$ cat config.mk
export PLATFORM = sky130hd
export DESIGN_NAME = flash_bank_arbiter
export DESIGN_NICKNAME = d
export VERILOG_FILES = /design/src/rtl/fba_pkg.sv /design/src/rtl/fba_addr_guard.sv /design/src/rtl/fba_op_timer.sv /design/src/rtl/fba_arb_ctrl.sv /design/src/rtl/flash_bank_arbiter.sv
export SDC_FILE = /design/constraint.sdc
export NUM_CORES = 1
export LEC_CHECK = 0
export BUFFER_PORTS_ARGS = -buffer_cell sky130_fd_sc_hd__buf_2
export CORE_MARGIN = 2
export CORE_UTILIZATION = 25
export DETAILED_ROUTE_END_ITERATION = 6
export GPL_TIMING_DRIVEN = 0
export PLACE_DENSITY_LB_ADDON = 0.05
export SLEW_MARGIN = 20
export SYNTH_ARGS = -nofsm -noshare
export SYNTH_HDL_FRONTEND = slang
export SYNTH_HIERARCHICAL = 1
export SYNTH_SLANG_ARGS = --single-unit
$ cat constraint.sdc
create_clock -name clk -period 4.9 [get_ports clk]
set_input_delay 0.98 -clock clk [delete_from_list [all_inputs] [get_ports clk]]
set_output_delay 0.98 -clock clk [all_outputs]
set_load 0.01 [all_outputs]
$ cat src/rtl/fba_pkg.sv
package fba_pkg;
  localparam int ADDR_W = 23;
  localparam int BANK_W = 4;
  localparam int MAIN_W = 7;
  localparam int BLK_W  = MAIN_W + 2;
  localparam int STAT_W = 8;
  localparam logic [MAIN_W-1:0] PARAM_REGION = '1;

  typedef enum logic [2:0] {
    OP_READ    = 3'd0,
    OP_PROG    = 3'd1,
    OP_ERASE   = 3'd2,
    OP_SUSPEND = 3'd3,
    OP_RESUME  = 3'd4,
    OP_CLEAR   = 3'd5
  } op_e;

  typedef enum logic [2:0] {
    ST_IDLE     = 3'd0,
    ST_PRUN     = 3'd1,
    ST_PSUS     = 3'd2,
    ST_ERUN     = 3'd3,
    ST_ESUS     = 3'd4,
    ST_ES_PRUN  = 3'd5,
    ST_ES_PSUS  = 3'd6
  } arb_state_e;

  function automatic logic [BANK_W-1:0] bank_of(input logic [ADDR_W-1:0] a);
    return a[ADDR_W-1 -: BANK_W];
  endfunction

  // main region: one block per 64 Kword; top region: four 16 Kword blocks
  function automatic logic [BLK_W-1:0] block_of(input logic [ADDR_W-1:0] a);
    logic [MAIN_W-1:0] reg_id;
    reg_id = a[ADDR_W-1 -: MAIN_W];
    if (reg_id == PARAM_REGION) return {reg_id, a[15:14]};
    return {reg_id, 2'b00};
  endfunction
endpackage

$ cat src/rtl/fba_addr_guard.sv
module fba_addr_guard
  import fba_pkg::*;
(
  input  logic [ADDR_W-1:0] req_addr,
  input  logic [ADDR_W-1:0] prog_addr,
  input  logic [ADDR_W-1:0] erase_addr,
  output logic              hit_prog_bank,
  output logic              hit_prog_word,
  output logic              hit_erase_bank,
  output logic              hit_erase_block
);
  always_comb begin
    hit_prog_bank   = bank_of(req_addr) == bank_of(prog_addr);
    hit_prog_word   = req_addr == prog_addr;
    hit_erase_bank  = bank_of(req_addr) == bank_of(erase_addr);
    hit_erase_block = block_of(req_addr) == block_of(erase_addr);
  end
endmodule

$ cat src/rtl/fba_op_timer.sv
module fba_op_timer #(
  parameter int LOAD = 8
) (
  input  logic clk,
  input  logic rst_n,
  input  logic load,
  input  logic run,
  output logic zero
);
  localparam int CW = $clog2(LOAD + 1);
  localparam logic [CW-1:0] START = CW'(LOAD - 1);

  logic [CW-1:0] cnt;

  always_ff @(posedge clk) begin
    if (!rst_n)                 cnt <= '0;
    else if (load)              cnt <= START;
    else if (run && cnt != '0)  cnt <= cnt - 1'b1;
  end

  assign zero = (cnt == '0);

  AST_COUNT_FROZEN: assert property (@(posedge clk) disable iff (!rst_n)
    (!load && !run) |=> $stable(cnt));
  AST_LOAD_VALUE: assert property (@(posedge clk) disable iff (!rst_n)
    load |=> (cnt == START));
endmodule

$ cat src/rtl/fba_arb_ctrl.sv
module fba_arb_ctrl
  import fba_pkg::*;
(
  input  logic              clk,
  input  logic              rst_n,
  input  logic              req_valid,
  input  logic [2:0]        req_op,
  input  logic [ADDR_W-1:0] req_addr,
  input  logic              hit_prog_bank,
  input  logic              hit_prog_word,
  input  logic              hit_erase_bank,
  input  logic              hit_erase_block,
  input  logic              prog_zero,
  input  logic              erase_zero,
  output logic [ADDR_W-1:0] prog_addr,
  output logic [ADDR_W-1:0] erase_addr,
  output logic              prog_load,
  output logic              erase_load,
  output logic              prog_run,
  output logic              erase_run,
  output logic              rsp_valid,
  output logic              rsp_grant,
  output logic              rsp_conflict,
  output logic              rsp_array,
  output logic [BANK_W-1:0] rsp_bank,
  output logic [STAT_W-1:0] status_o
);
  arb_state_e state, nstate;
  logic done_q, err_q;
  logic grant_n, conflict_n, clear_n, set_err_n;
  logic prog_fin, erase_fin;
  logic read_block;
  logic erase_susp, prog_susp;

  assign prog_run   = (state == ST_PRUN) || (state == ST_ES_PRUN);
  assign erase_run  = (state == ST_ERUN);
  assign prog_fin   = prog_run && prog_zero;
  assign erase_fin  = erase_run && erase_zero;
  assign erase_susp = (state == ST_ESUS) || (state == ST_ES_PRUN) || (state == ST_ES_PSUS);
  assign prog_susp  = (state == ST_PSUS) || (state == ST_ES_PSUS);

  // which read targets are off-limits in each state
  always_comb begin
    unique case (state)
      ST_PRUN:    read_block = hit_prog_bank;
      ST_PSUS:    read_block = hit_prog_word;
      ST_ERUN:    read_block = hit_erase_bank;
      ST_ESUS:    read_block = hit_erase_block;
      ST_ES_PRUN: read_block = hit_erase_block || hit_prog_bank;
      ST_ES_PSUS: read_block = hit_erase_block || hit_prog_word;
      default:    read_block = 1'b0;
    endcase
  end

  always_comb begin
    nstate     = state;
    grant_n    = 1'b0;
    conflict_n = 1'b0;
    clear_n    = 1'b0;
    set_err_n  = 1'b0;
    prog_load  = 1'b0;
    erase_load = 1'b0;
    if (req_valid) begin
      unique case (req_op)
        OP_READ: begin
          grant_n    = 1'b1;
          conflict_n = read_block;
        end
        OP_PROG: begin
          if (state == ST_IDLE) begin
            grant_n = 1'b1; prog_load = 1'b1; nstate = ST_PRUN;
          end else if (state == ST_ESUS && !hit_erase_block) begin
            grant_n = 1'b1; prog_load = 1'b1; nstate = ST_ES_PRUN;
          end
        end
        OP_ERASE: begin
          if (state == ST_IDLE) begin
            grant_n = 1'b1; erase_load = 1'b1; nstate = ST_ERUN;
          end
        end
        OP_SUSPEND: begin
          if (state == ST_PRUN && !prog_fin) begin
            grant_n = 1'b1; nstate = ST_PSUS;
          end else if (state == ST_ERUN && !erase_fin) begin
            grant_n = 1'b1; nstate = ST_ESUS;
          end else if (state == ST_ES_PRUN && !prog_fin) begin
            grant_n = 1'b1; nstate = ST_ES_PSUS;
          end
        end
        OP_RESUME: begin
          unique case (state)
            ST_PSUS:    begin grant_n = 1'b1; nstate = ST_PRUN;    end
            ST_ESUS:    begin grant_n = 1'b1; nstate = ST_ERUN;    end
            ST_ES_PSUS: begin grant_n = 1'b1; nstate = ST_ES_PRUN; end
            ST_ES_PRUN: ;
            default:    set_err_n = 1'b1;
          endcase
        end
        OP_CLEAR: begin
          grant_n = 1'b1;
          clear_n = 1'b1;
        end
        default: ;
      endcase
    end
    if (prog_fin)  nstate = (state == ST_ES_PRUN) ? ST_ESUS : ST_IDLE;
    if (erase_fin) nstate = ST_IDLE;
  end

  always_ff @(posedge clk) begin
    if (!rst_n) begin
      state        <= ST_IDLE;
      done_q       <= 1'b0;
      err_q        <= 1'b0;
      prog_addr    <= '0;
      erase_addr   <= '0;
      rsp_valid    <= 1'b0;
      rsp_grant    <= 1'b0;
      rsp_conflict <= 1'b0;
      rsp_array    <= 1'b0;
      rsp_bank     <= '0;
    end else begin
      state <= nstate;
      if (prog_load)  prog_addr  <= req_addr;
      if (erase_load) erase_addr <= req_addr;
      if (prog_fin || erase_fin) done_q <= 1'b1;
      else if (clear_n)          done_q <= 1'b0;
      if (set_err_n)    err_q <= 1'b1;
      else if (clear_n) err_q <= 1'b0;
      rsp_valid    <= req_valid;
      rsp_grant    <= grant_n;
      rsp_conflict <= conflict_n;
      rsp_array    <= req_valid && (req_op == OP_READ) && !read_block;
      rsp_bank     <= req_valid ? bank_of(req_addr) : '0;
    end
  end

  assign status_o = {3'b000, err_q, done_q, prog_susp, erase_susp, prog_run || erase_run};

  AST_SINGLE_ACTIVE: assert property (@(posedge clk) disable iff (!rst_n)
    !(prog_run && erase_run));
  AST_RSP_FOLLOWS: assert property (@(posedge clk) disable iff (!rst_n)
    req_valid |=> rsp_valid);
  AST_CONFLICT_NO_ARRAY: assert property (@(posedge clk) disable iff (!rst_n)
    (rsp_valid && rsp_conflict) |-> !rsp_array);
  AST_BAD_RESUME_ERR: assert property (@(posedge clk) disable iff (!rst_n)
    (req_valid && req_op == OP_RESUME &&
     (state == ST_IDLE || state == ST_PRUN || state == ST_ERUN))
    |=> (!rsp_grant && status_o[4]));
  AST_DONE_ON_FINISH: assert property (@(posedge clk) disable iff (!rst_n)
    (prog_fin || erase_fin) |=> status_o[3]);
  AST_LATE_SUSPEND: assert property (@(posedge clk) disable iff (!rst_n)
    (req_valid && req_op == OP_SUSPEND && (prog_fin || erase_fin)) |=> !rsp_grant);
  AST_NESTED_RETURN: assert property (@(posedge clk) disable iff (!rst_n)
    (state == ST_ES_PRUN && prog_fin) |=> (state == ST_ESUS));
endmodule

$ cat src/rtl/flash_bank_arbiter.sv
module flash_bank_arbiter
  import fba_pkg::*;
#(
  parameter int PROG_CYCLES  = 8,
  parameter int ERASE_CYCLES = 24
) (
  input  logic              clk,
  input  logic              rst_n,
  input  logic              req_valid,
  input  logic [2:0]        req_op,
  input  logic [ADDR_W-1:0] req_addr,
  output logic              rsp_valid,
  output logic              rsp_grant,
  output logic              rsp_conflict,
  output logic              rsp_array,
  output logic [BANK_W-1:0] rsp_bank,
  output logic [STAT_W-1:0] status_o
);
  logic [ADDR_W-1:0] prog_addr, erase_addr;
  logic hit_prog_bank, hit_prog_word, hit_erase_bank, hit_erase_block;
  logic prog_load, erase_load, prog_run, erase_run, prog_zero, erase_zero;

  fba_addr_guard u_guard (
    .req_addr        (req_addr),
    .prog_addr       (prog_addr),
    .erase_addr      (erase_addr),
    .hit_prog_bank   (hit_prog_bank),
    .hit_prog_word   (hit_prog_word),
    .hit_erase_bank  (hit_erase_bank),
    .hit_erase_block (hit_erase_block)
  );

  fba_op_timer #(.LOAD(PROG_CYCLES)) u_prog_timer (
    .clk (clk), .rst_n (rst_n), .load (prog_load), .run (prog_run), .zero (prog_zero)
  );

  fba_op_timer #(.LOAD(ERASE_CYCLES)) u_erase_timer (
    .clk (clk), .rst_n (rst_n), .load (erase_load), .run (erase_run), .zero (erase_zero)
  );

  fba_arb_ctrl u_ctrl (
    .clk             (clk),
    .rst_n           (rst_n),
    .req_valid       (req_valid),
    .req_op          (req_op),
    .req_addr        (req_addr),
    .hit_prog_bank   (hit_prog_bank),
    .hit_prog_word   (hit_prog_word),
    .hit_erase_bank  (hit_erase_bank),
    .hit_erase_block (hit_erase_block),
    .prog_zero       (prog_zero),
    .erase_zero      (erase_zero),
    .prog_addr       (prog_addr),
    .erase_addr      (erase_addr),
    .prog_load       (prog_load),
    .erase_load      (erase_load),
    .prog_run        (prog_run),
    .erase_run       (erase_run),
    .rsp_valid       (rsp_valid),
    .rsp_grant       (rsp_grant),
    .rsp_conflict    (rsp_conflict),
    .rsp_array       (rsp_array),
    .rsp_bank        (rsp_bank),
    .status_o        (status_o)
  );
endmodule

==> results of run 1 <==
## through the flow
step | area [um2] | hold slack [ns]
after global placement | 3271 | 0.4514
after global routing | 3417 | 0.4876
after floorplan | 2897 | 0.4362
final | 3417 | 0.4617
after detailed placement | 3271 | 0.4558
after CTS | 3417 | 0.4662
## critical path, delay by kind of cell
family,cells,cell delay [ns]
buffers and inverters,3,0.51
muxes,1,0.12
xor gates and xnor gates,1,0.19
and+or+nand+nor,7,1.90
## per-layer routing
metal / track usage (%) / part of all wire [%]
met5: 0 / 0
met4: 2.469 / 0.73
met3: 2.232 / 3.6
met2: 20.57 / 47
met1: 16.48 / 49
## worst max-delay path by stage
stage                            start             endpoint  slack (ns)  cells after the start
after CTS                 req_addr[20]  u_prog_timer/cnt[3]        1.40                     12
after floorplan           req_addr[20]  u_prog_timer/cnt[3]        1.84                     11
after detailed placement  req_addr[20]  u_prog_timer/cnt[3]        1.10                     12
after global routing      req_addr[20]  u_prog_timer/cnt[3]        1.12                     12
final                     req_addr[20]  u_prog_timer/cnt[3]        1.42                     12
after global placement    req_addr[20]  u_prog_timer/cnt[3]        1.15                     12
## layout by cell type, fill, tap and decap left out, drive strengths merged, types with 11 or more instances in the layout
master and instances:
nor2 18, dfxtp 54, a21oi 36, clkbuf 19, xor2 21, nand4 11, inv 12, buf 50
nand2 80, xnor2 11
## power by group through the flow
stage	registers, uW	logic, uW	clock network [uW]
2_1_floorplan	470	87.1	0
3_3_place_gp	471	139	0
3_5_place_dp	471	138	0
4_1_cts	461	139	377
5_1_grt	463	152	394
6_report	461	137	360
## area by class of cell
cell class	instances	share of cell area (%)
Sequential cell	54	31.64
Tap cell	143	5.236
Buffer	25	3.845
Inverter	12	1.318
Timing Repair Buffer	39	5.712
Clock buffer	5	3.662
Clock inverter	3	0.6225
Multi-Input combinational cell	268	47.97
## flip-flops by register name (all words and copies together), names as in the netlist, 3 cells and up
name / cells
u_erase_timer/cnt: 5
u_prog_timer/cnt: 4
u_ctrl/state: 3
u_ctrl/erase_addr: 9
u_ctrl/prog_addr: 23
u_ctrl/rsp_bank: 4
==> results.json, run 1 <==
{
  "antenna_cells": 0,
  "cts_tree": "built",
  "max_stage_delay_ns": 0.46,
  "combPwrFrac_pct": 14.3,
  "fin_ws_ns": 1.416,
  "path_cells": "buf_2 -> xor2_1 -> nor4_4 -> nand4_1 -> nor3_1 -> nand2_1 -> and3_1 -> nand3_1 -> inv_2 -> buf_2 -> or3b_2 -> mux2i_1",
  "drt_pass1_iterations": 4,
  "power_density_nw_per_um2": 280.4,
  "ctsResizeCount": 0,
  "critical_path.endpoint_type": "register",
  "grt_overflow": 0,
  "multiInputGateArea_um2": 1639,
  "worst-endpoint-arrival_ns": 3.71,
  "clockPowerShare_pct": 37.6,
  "num-nets-final": 436,
  "hpwl_mm": 5.643,
  "drt_iter0_drc": 98,
  "stdcell_count": 549,
  "avgRoutedWirePerCell_um": 13.92,
  "grt_max_degree": 18,
  "required_ns": 5.12,
  "hold_path_end": "u_ctrl/erase_addr[14]",
  "cts_hold_buf": 0,
  "dp_cells": 541,
  "holdCritStartpoint": "u_ctrl/erase_addr[14]",
  "synth_cells": 357,
  "cts.sinks": 54,
  "grt_pass1_wl_mm": 12.34,
  "hold_depth": 2,
  "clockRootBuffer": "clkbuf_16",
  "fin_setup_tns_ns": 0,
  "die_x_um": 111.5,
  "cts_buffers": 5,
  "clock_skew_ns": 0.007400,
  "portBuffers": 39,
  "io_pins": 45,
  "intPower_uw": 696.6,
  "p_sw_uw": 261.4,
  "rrSetupSlack_ns": 1.93,
  "drt-total-wl_mm": 7.642,
  "syn_to_final_growth_pct": 18.28,
  "hold_class": "reg -> reg",
  "die-area_um2": 12430,
  "r2r-start": "u_ctrl/erase_addr[20]",
  "syn_area_per_cell_um2": 8.092,
  "core_area_um2": 11370,
  "worst_pin_slew_ns": 0.6430,
  "worstSkewPairLatency_ns": 0.29,
  "netSwitchingFraction_pct": 27.29,
  "cpMaxStageDelayCell": "or3b_2",
  "setup_viol": 0,
  "status": "complete, no violations",
  "r2r_end": "u_prog_timer/cnt[3]",
  "clock_path_buffers": 2,
  "ant_nets": 0,
  "slew_violations": 0,
  "fillers": 1262,
  "viasPerCell": 4.634,
  "rr_worst_depth": 11,
  "antenna_found_initial": 0,
  "hold_violations": 0,
  "synth_area_um2": 2889,
  "period_share_pct": 71.10,
  "gp_congestion": 0.7662,
  "start_util_pct": 25.41,
  "p_leak_uw": 0.001349,
  "fmax_mhz": 287.1,
  "htree_levels": 2,
  "post-cts-setup-buffers": 0,
  "max_cap_violations": 0,
  "pwr-share-seq_pct": 48.1,
  "period_needed_ns": 3.484,
  "path_clk_slew_ns": 0.07,
  "ys_warn_count": 6,
  "seq_area_um2": 1081,
  "irDropWorstVdd_mv": 0.1404,
  "die_height_um": 111.5,
  "layout-drive-gt1-share_pct": 19.46,
  "grtUsageTotal_pct": 12.21,
  "startpoint_type": "primary input",
  "path_common_cell": "buf_2",
  "dp_slack_ns": 1.102,
  "vias": 2544,
  "final_core_util_pct": 30.05,
  "drc": 0,
  "power_uw": 958.0,
  "critPathMaxFanout": 15,
  "grt_setup_unrepaired": "false",
  "path_class": "in -> reg",
  "slew_headroom_pct": 56.95,
  "rows": 39,
  "grt_pass1_vias": 2433
}
Power figures use the tool's default switching activity.
==> inputs of run 2 (changes only) <==
ABC_AREA = 1   (was unset)
clock period = 2.8 ns   (was 4.9 ns; I/O delays follow)
==> results.json, run 2 <==
{
  "die_x_um": 118.6,
  "ctsResizeCount": 0,
  "rrSetupSlack_ns": 0.54,
  "setup_viol": 0,
  "synth_area_um2": 3282,
  "viasPerCell": 4.106,
  "hold_path_end": "u_ctrl/err_q",
  "holdCritStartpoint": "u_ctrl/err_q",
  "critPathMaxFanout": 10,
  "finalInstanceArea_um2": 3870,
  "clock_skew_ns": 0.005383,
  "max_cap_violations": 0,
  "top_regs": "u_ctrl/prog_addr (23), u_ctrl/erase_addr (9), u_erase_timer/cnt (5)",
  "io_pins": 45,
  "largest_reg_flops": 23,
  "fin_setup_tns_ns": 0,
  "antenna_found_initial": 0,
  "path_clk_slew_ns": 0.07,
  "hold_class": "reg -> reg",
  "status": "complete, no violations",
  "vias": 3092,
  "fmax_mhz": 442.0,
  "period_needed_ns": 2.263,
  "synth_cells": 531,
  "hpwl_mm": 6.711,
  "hold_violations": 0,
  "rows": 41,
  "grt_max_degree": 17,
  "path_class": "reg -> reg",
  "irDropWorstVdd_mv": 0.1897,
  "worstSkewPairLatency_ns": 0.30,
  "startpoint_type": "register",
  "grt_setup_unrepaired": "false",
  "critical_path.endpoint_type": "register",
  "cts_hold_buf": 0,
  "clock_path_buffers": 2,
  "grt_pass1_vias": 2909,
  "ys_warn_count": 6,
  "drt_iter0_drc": 122,
  "worst-endpoint-arrival_ns": 2.47,
  "drc": 0,
  "die_height_um": 118.6,
  "syn_area_per_cell_um2": 6.181,
  "cts_tree": "built",
  "ant_nets": 0,
  "gp_congestion": 0.8058,
  "r2r_end": "u_prog_timer/cnt[2]",
  "post-cts-setup-buffers": 0,
  "rr_worst_depth": 16,
  "core_area_um2": 12720,
  "p_leak_uw": 0.001879,
  "avgRoutedWirePerCell_um": 11.60,
  "antenna_cells": 0,
  "crit_start": "u_ctrl/erase_addr[21]",
  "final_cell_mix": "nand2_1 (126), nor2_1 (101), inv_1 (78)",
  "grt_pass1_wl_mm": 14.39,
  "drt-total-wl_mm": 8.737,
  "cts.sinks": 54,
  "drt_pass1_iterations": 4,
  "die-area_um2": 14060,
  "slew_violations": 0,
  "clockRootBuffer": "clkbuf_16",
  "layout_commonest_cell": "nand2_1",
  "syn_to_final_growth_pct": 17.92,
  "portBuffers": 40,
  "start_util_pct": 25.80,
  "htree_levels": 2,
  "layout-drive-gt1-share_pct": 17.73,
  "period_share_pct": 80.81,
  "placed_cell_area_um2": 3705,
  "required_ns": 3.00,
  "power_density_nw_per_um2": 496.6,
  "cts_buffers": 5,
  "grtUsageTotal_pct": 12.94,
  "hold_depth": 2,
  "r2r-start": "u_ctrl/erase_addr[21]",
  "grt_overflow": 0,
  "num-nets-final": 611,
  "largest_register": "u_ctrl/prog_addr"
}
-- run 2: power by group --
group	leakage (uW)	switching [uW]	internal, uW
registers	0.000439	30.2	802
clock network	0.0000836	301	420
logic	0.00136	229	140
total	0.00188	559	1360
-- run 2: final cells by class --
type / instances / area [um2]
clock buffers: 5 / 125.1
inverters: 90 / 337.8
multi-input cells: 368 / 1707
plain buffers: 21 / 163.9
flip-flops and latches: 54 / 1081
clock inverters: 3 / 40.04
fillers: 1497 / 8852
repair buffers: 40 / 200.2
well taps: 172 / 215.2
-- run 2: how the worst max path moves through the flow --
stage	to	slack, ns	cells past startpoint
floorplan	u_prog_timer/cnt[2]	0.83	17
CTS	u_prog_timer/cnt[2]	0.50	16
detailed placement	u_prog_timer/cnt[2]	0.19	16
global route	u_prog_timer/cnt[2]	0.20	16
finish	u_prog_timer/cnt[2]	0.54	16
global placement	u_prog_timer/cnt[2]	0.20	18
-- run 2: per-stage QoR --
step	hold slack (ns)	worst slack [ns]	util (%)	instances	total power [uW]
after global routing	0.4876	0.1979	30.42	753	2050
after CTS	0.4731	0.4973	30.42	753	1976
after detailed placement	0.4611	0.1902	29.12	745	1224
after global placement	0.4649	0.2044	29.12	745	1223
final	0.4672	0.5373	30.42	753	1922
after floorplan	0.4421	0.8335	-	533	1106
-- run 2: worst max-delay path, cell delays in order, from the launching register on --
cell and delay, ns:
dfxtp_1 0.39, nand2_1 0.07, nor2_1 0.19, nand3_1 0.13, nand2_1 0.09, nand3_1 0.07, nor2_1 0.19, inv_1 0.10
o21ai_2 0.14, nor2_1 0.08, nand2_2 0.08, inv_2 0.12, buf_6 0.18, inv_1 0.12, nand2_1 0.07, o21ai_1 0.11
inv_1 0.04
-- run 2: metal layers --
layer	vias to the layer above	GRT usage (%)	share of wire (%)
li1	1713	-	-
met1	1339	16.70	49
met2	32	21.95	47
met3	8	2.461	2.7
met4	0	3.571	1.2
met5	-	0	0
==> inputs of run 3 (changes only) <==
clock period = 2.3 ns   (was 2.8 ns; I/O delays follow)
==> results.json, run 3 (same netlist as run 2, synthesis figures left out) <==
{
  "power_density_nw_per_um2": 599.2,
  "hold_path_end": "u_ctrl/prog_addr[10]",
  "final_cell_mix": "nand2_1 (126), nor2_1 (98), inv_1 (77)",
  "grt_pass1_vias": 2898,
  "vias": 3104,
  "worst_pin_slew_ns": 0.5043,
  "layout_commonest_cell": "nand2_1",
  "layout-drive-gt1-share_pct": 19.28,
  "setup_viol": 0,
  "portBuffers": 40,
  "path_common_cell": "nand2_1",
  "period_share_pct": 88.67,
  "combPwrFrac_pct": 19.3,
  "path_class": "reg -> reg",
  "start_util_pct": 25.80,
  "antenna_cells": 0,
  "fmax_mhz": 490.4,
  "netSwitchingFraction_pct": 28.99,
  "cts_tree": "built",
  "critical_path.endpoint_type": "register",
  "cpMaxStageDelayCell": "dfxtp_4",
  "viasPerCell": 4.122,
  "intPower_uw": 1658,
  "die_height_um": 118.6,
  "startpoint_type": "register",
  "clock_skew_ns": 0.006779,
  "pwr-share-seq_pct": 43.4,
  "clockRootBuffer": "clkbuf_16",
  "top_regs": "u_ctrl/prog_addr (23), u_ctrl/erase_addr (9), u_erase_timer/cnt (5)",
  "core_area_um2": 12720,
  "rr_worst_depth": 16,
  "irDropWorstVdd_mv": 0.2288,
  "grt_overflow": 0,
  "ant_nets": 0,
  "p_leak_uw": 0.001882,
  "cp.buffers_inverters": 5,
  "clockPowerShare_pct": 37.3,
  "period_needed_ns": 2.039,
  "die_x_um": 118.6,
  "r2r_end": "u_prog_timer/cnt[2]",
  "worstSkewPairLatency_ns": 0.30,
  "critPathMaxFanout": 10,
  "slew_violations": 0,
  "rows": 41,
  "r2r-start": "u_ctrl/erase_addr[21]",
  "clock_path_buffers": 2,
  "largest_reg_flops": 23,
  "holdCritStartpoint": "req_addr[10]",
  "max_cap_violations": 0,
  "die-area_um2": 14060,
  "slew_headroom_pct": 66.38,
  "gp_congestion": 0.8058,
  "p_sw_uw": 677.1,
  "hpwl_mm": 6.711,
  "num-nets-final": 611,
  "final_core_util_pct": 30.64,
  "avgRoutedWirePerCell_um": 11.62,
  "largest_register": "u_ctrl/prog_addr",
  "fillers": 1497,
  "hold_violations": 0,
  "worst-endpoint-arrival_ns": 2.24,
  "rrSetupSlack_ns": 0.26,
  "path_clk_slew_ns": 0.07,
  "io_pins": 45,
  "grt_max_degree": 17,
  "grt_pass1_wl_mm": 14.35,
  "cp_top_family": "simple AND/OR/NAND/NOR gates",
  "power_uw": 2335,
  "grtUsageTotal_pct": 12.92,
  "max_stage_delay_ns": 0.36,
  "cts_buffers": 5,
  "path_cells": "nand2_1 -> nor2_4 -> nand3_2 -> nand2_1 -> nand3_1 -> nor2_2 -> inv_1 -> o21ai_2 -> nor2_1 -> nand2_2 -> inv_4 -> buf_6 -> inv_2 -> nand2_1 -> o21ai_1 -> inv_1",
  "status": "complete, no violations",
  "drt-total-wl_mm": 8.751,
  "drt_iter0_drc": 126,
  "drc": 0,
  "required_ns": 2.50,
  "cts.sinks": 54,
  "antenna_found_initial": 0,
  "syn_to_final_growth_pct": 18.76,
  "drt_pass1_iterations": 4,
  "htree_levels": 2,
  "hold_class": "in -> reg",
  "hold_depth": 3
}
[run 3: cell counts in the layout (fill, tap and decap cells not counted)]
Identical to the previous run, type by type.
[run 3: how the worst max path moves through the flow]
stage | from | endpoint | slack [ns] | cells past startpoint
final | u_ctrl/erase_addr[21] | u_prog_timer/cnt[2] | 0.26 | 16
after CTS | u_ctrl/erase_addr[21] | u_prog_timer/cnt[2] | 0.06 | 16
after global routing | u_ctrl/erase_addr[19] | u_prog_timer/cnt[2] | -0.008 | 16
after detailed placement | req_addr[20] | u_prog_timer/cnt[2] | -0.21 | 16
after global placement | req_addr[21] | u_prog_timer/cnt[2] | -0.20 | 18
after floorplan | req_addr[21] | u_prog_timer/cnt[2] | 0.43 | 17
[run 3: metrics by stage]
step                 TNS (ns)  worst slack (ns)  hold slack, ns  cell area [um2]  cells
CTS                         0           0.06300          0.4098             3872    753
global placement      -0.6673           -0.1956          0.4649             3705    745
finish                      0            0.2606          0.4233             3897    753
global route        -0.007689         -0.007689          0.4439             3897    753
floorplan                   0            0.4335          0.4421             3289    533
detailed placement     -1.031           -0.2098          0.4611             3705    745
[run 3: area by class of cell]
| type | instances | area [um2] | area share (%) |
|---|---|---|---|
| Tap cell | 172 | 215.2 | 5.522 |
| Buffer | 21 | 163.9 | 4.205 |
| Timing Repair Buffer | 40 | 200.2 | 5.136 |
| Inverter | 90 | 340.3 | 8.732 |
| Clock inverter | 3 | 40.04 | 1.027 |
| Clock buffer | 5 | 125.1 | 3.210 |
| Sequential cell | 54 | 1089 | 27.93 |
| Multi-Input combinational cell | 368 | 1724 | 44.24 |
[run 3: repair_timing]
| item | 4_1_cts | 5_1_grt |
|---|---|---|
| buffers inserted | 0 | 0 |
| hold buffers | 0 | 0 |
| setup endpoints to repair | 1 | 20 |
| pin swaps | 0 | 2 |
| gates resized for setup | 1 | 11 |
[run 3: worst reg2reg max path, cell delays in order (launching register included)]
cell and delay (ns):
dfxtp_4 0.36, nand2_1 0.09, nor2_4 0.14, nand3_2 0.09, nand2_1 0.07, nand3_1 0.09, nor2_2 0.16, inv_1 0.08
o21ai_2 0.14, nor2_1 0.08, nand2_2 0.10, inv_4 0.09, buf_6 0.16, inv_2 0.09, nand2_1 0.06, o21ai_1 0.11
inv_1 0.04
[run 3: power groups by stage]
stage	Sequential [uW]	Combinational, uW	Clock, uW
2_1_floorplan	1030	319	0
3_3_place_gp	1030	454	0
3_5_place_dp	1040	455	0
4_1_cts	1010	456	936
5_1_grt	1020	514	962
6_report	1010	450	872
[run 3: layer usage]
layer / vias up / wire [um] / part of all wire [%] / GRT usage [%]
met3: 5 / 225 / 2.6 / 2.461
met5: - / 0 / 0 / 0
li1: 1719 / - / - / -
met4: 0 / 85 / 0.97 / 3.571
met1: 1346 / 4280 / 49 / 16.70
met2: 34 / 4159 / 48 / 21.88
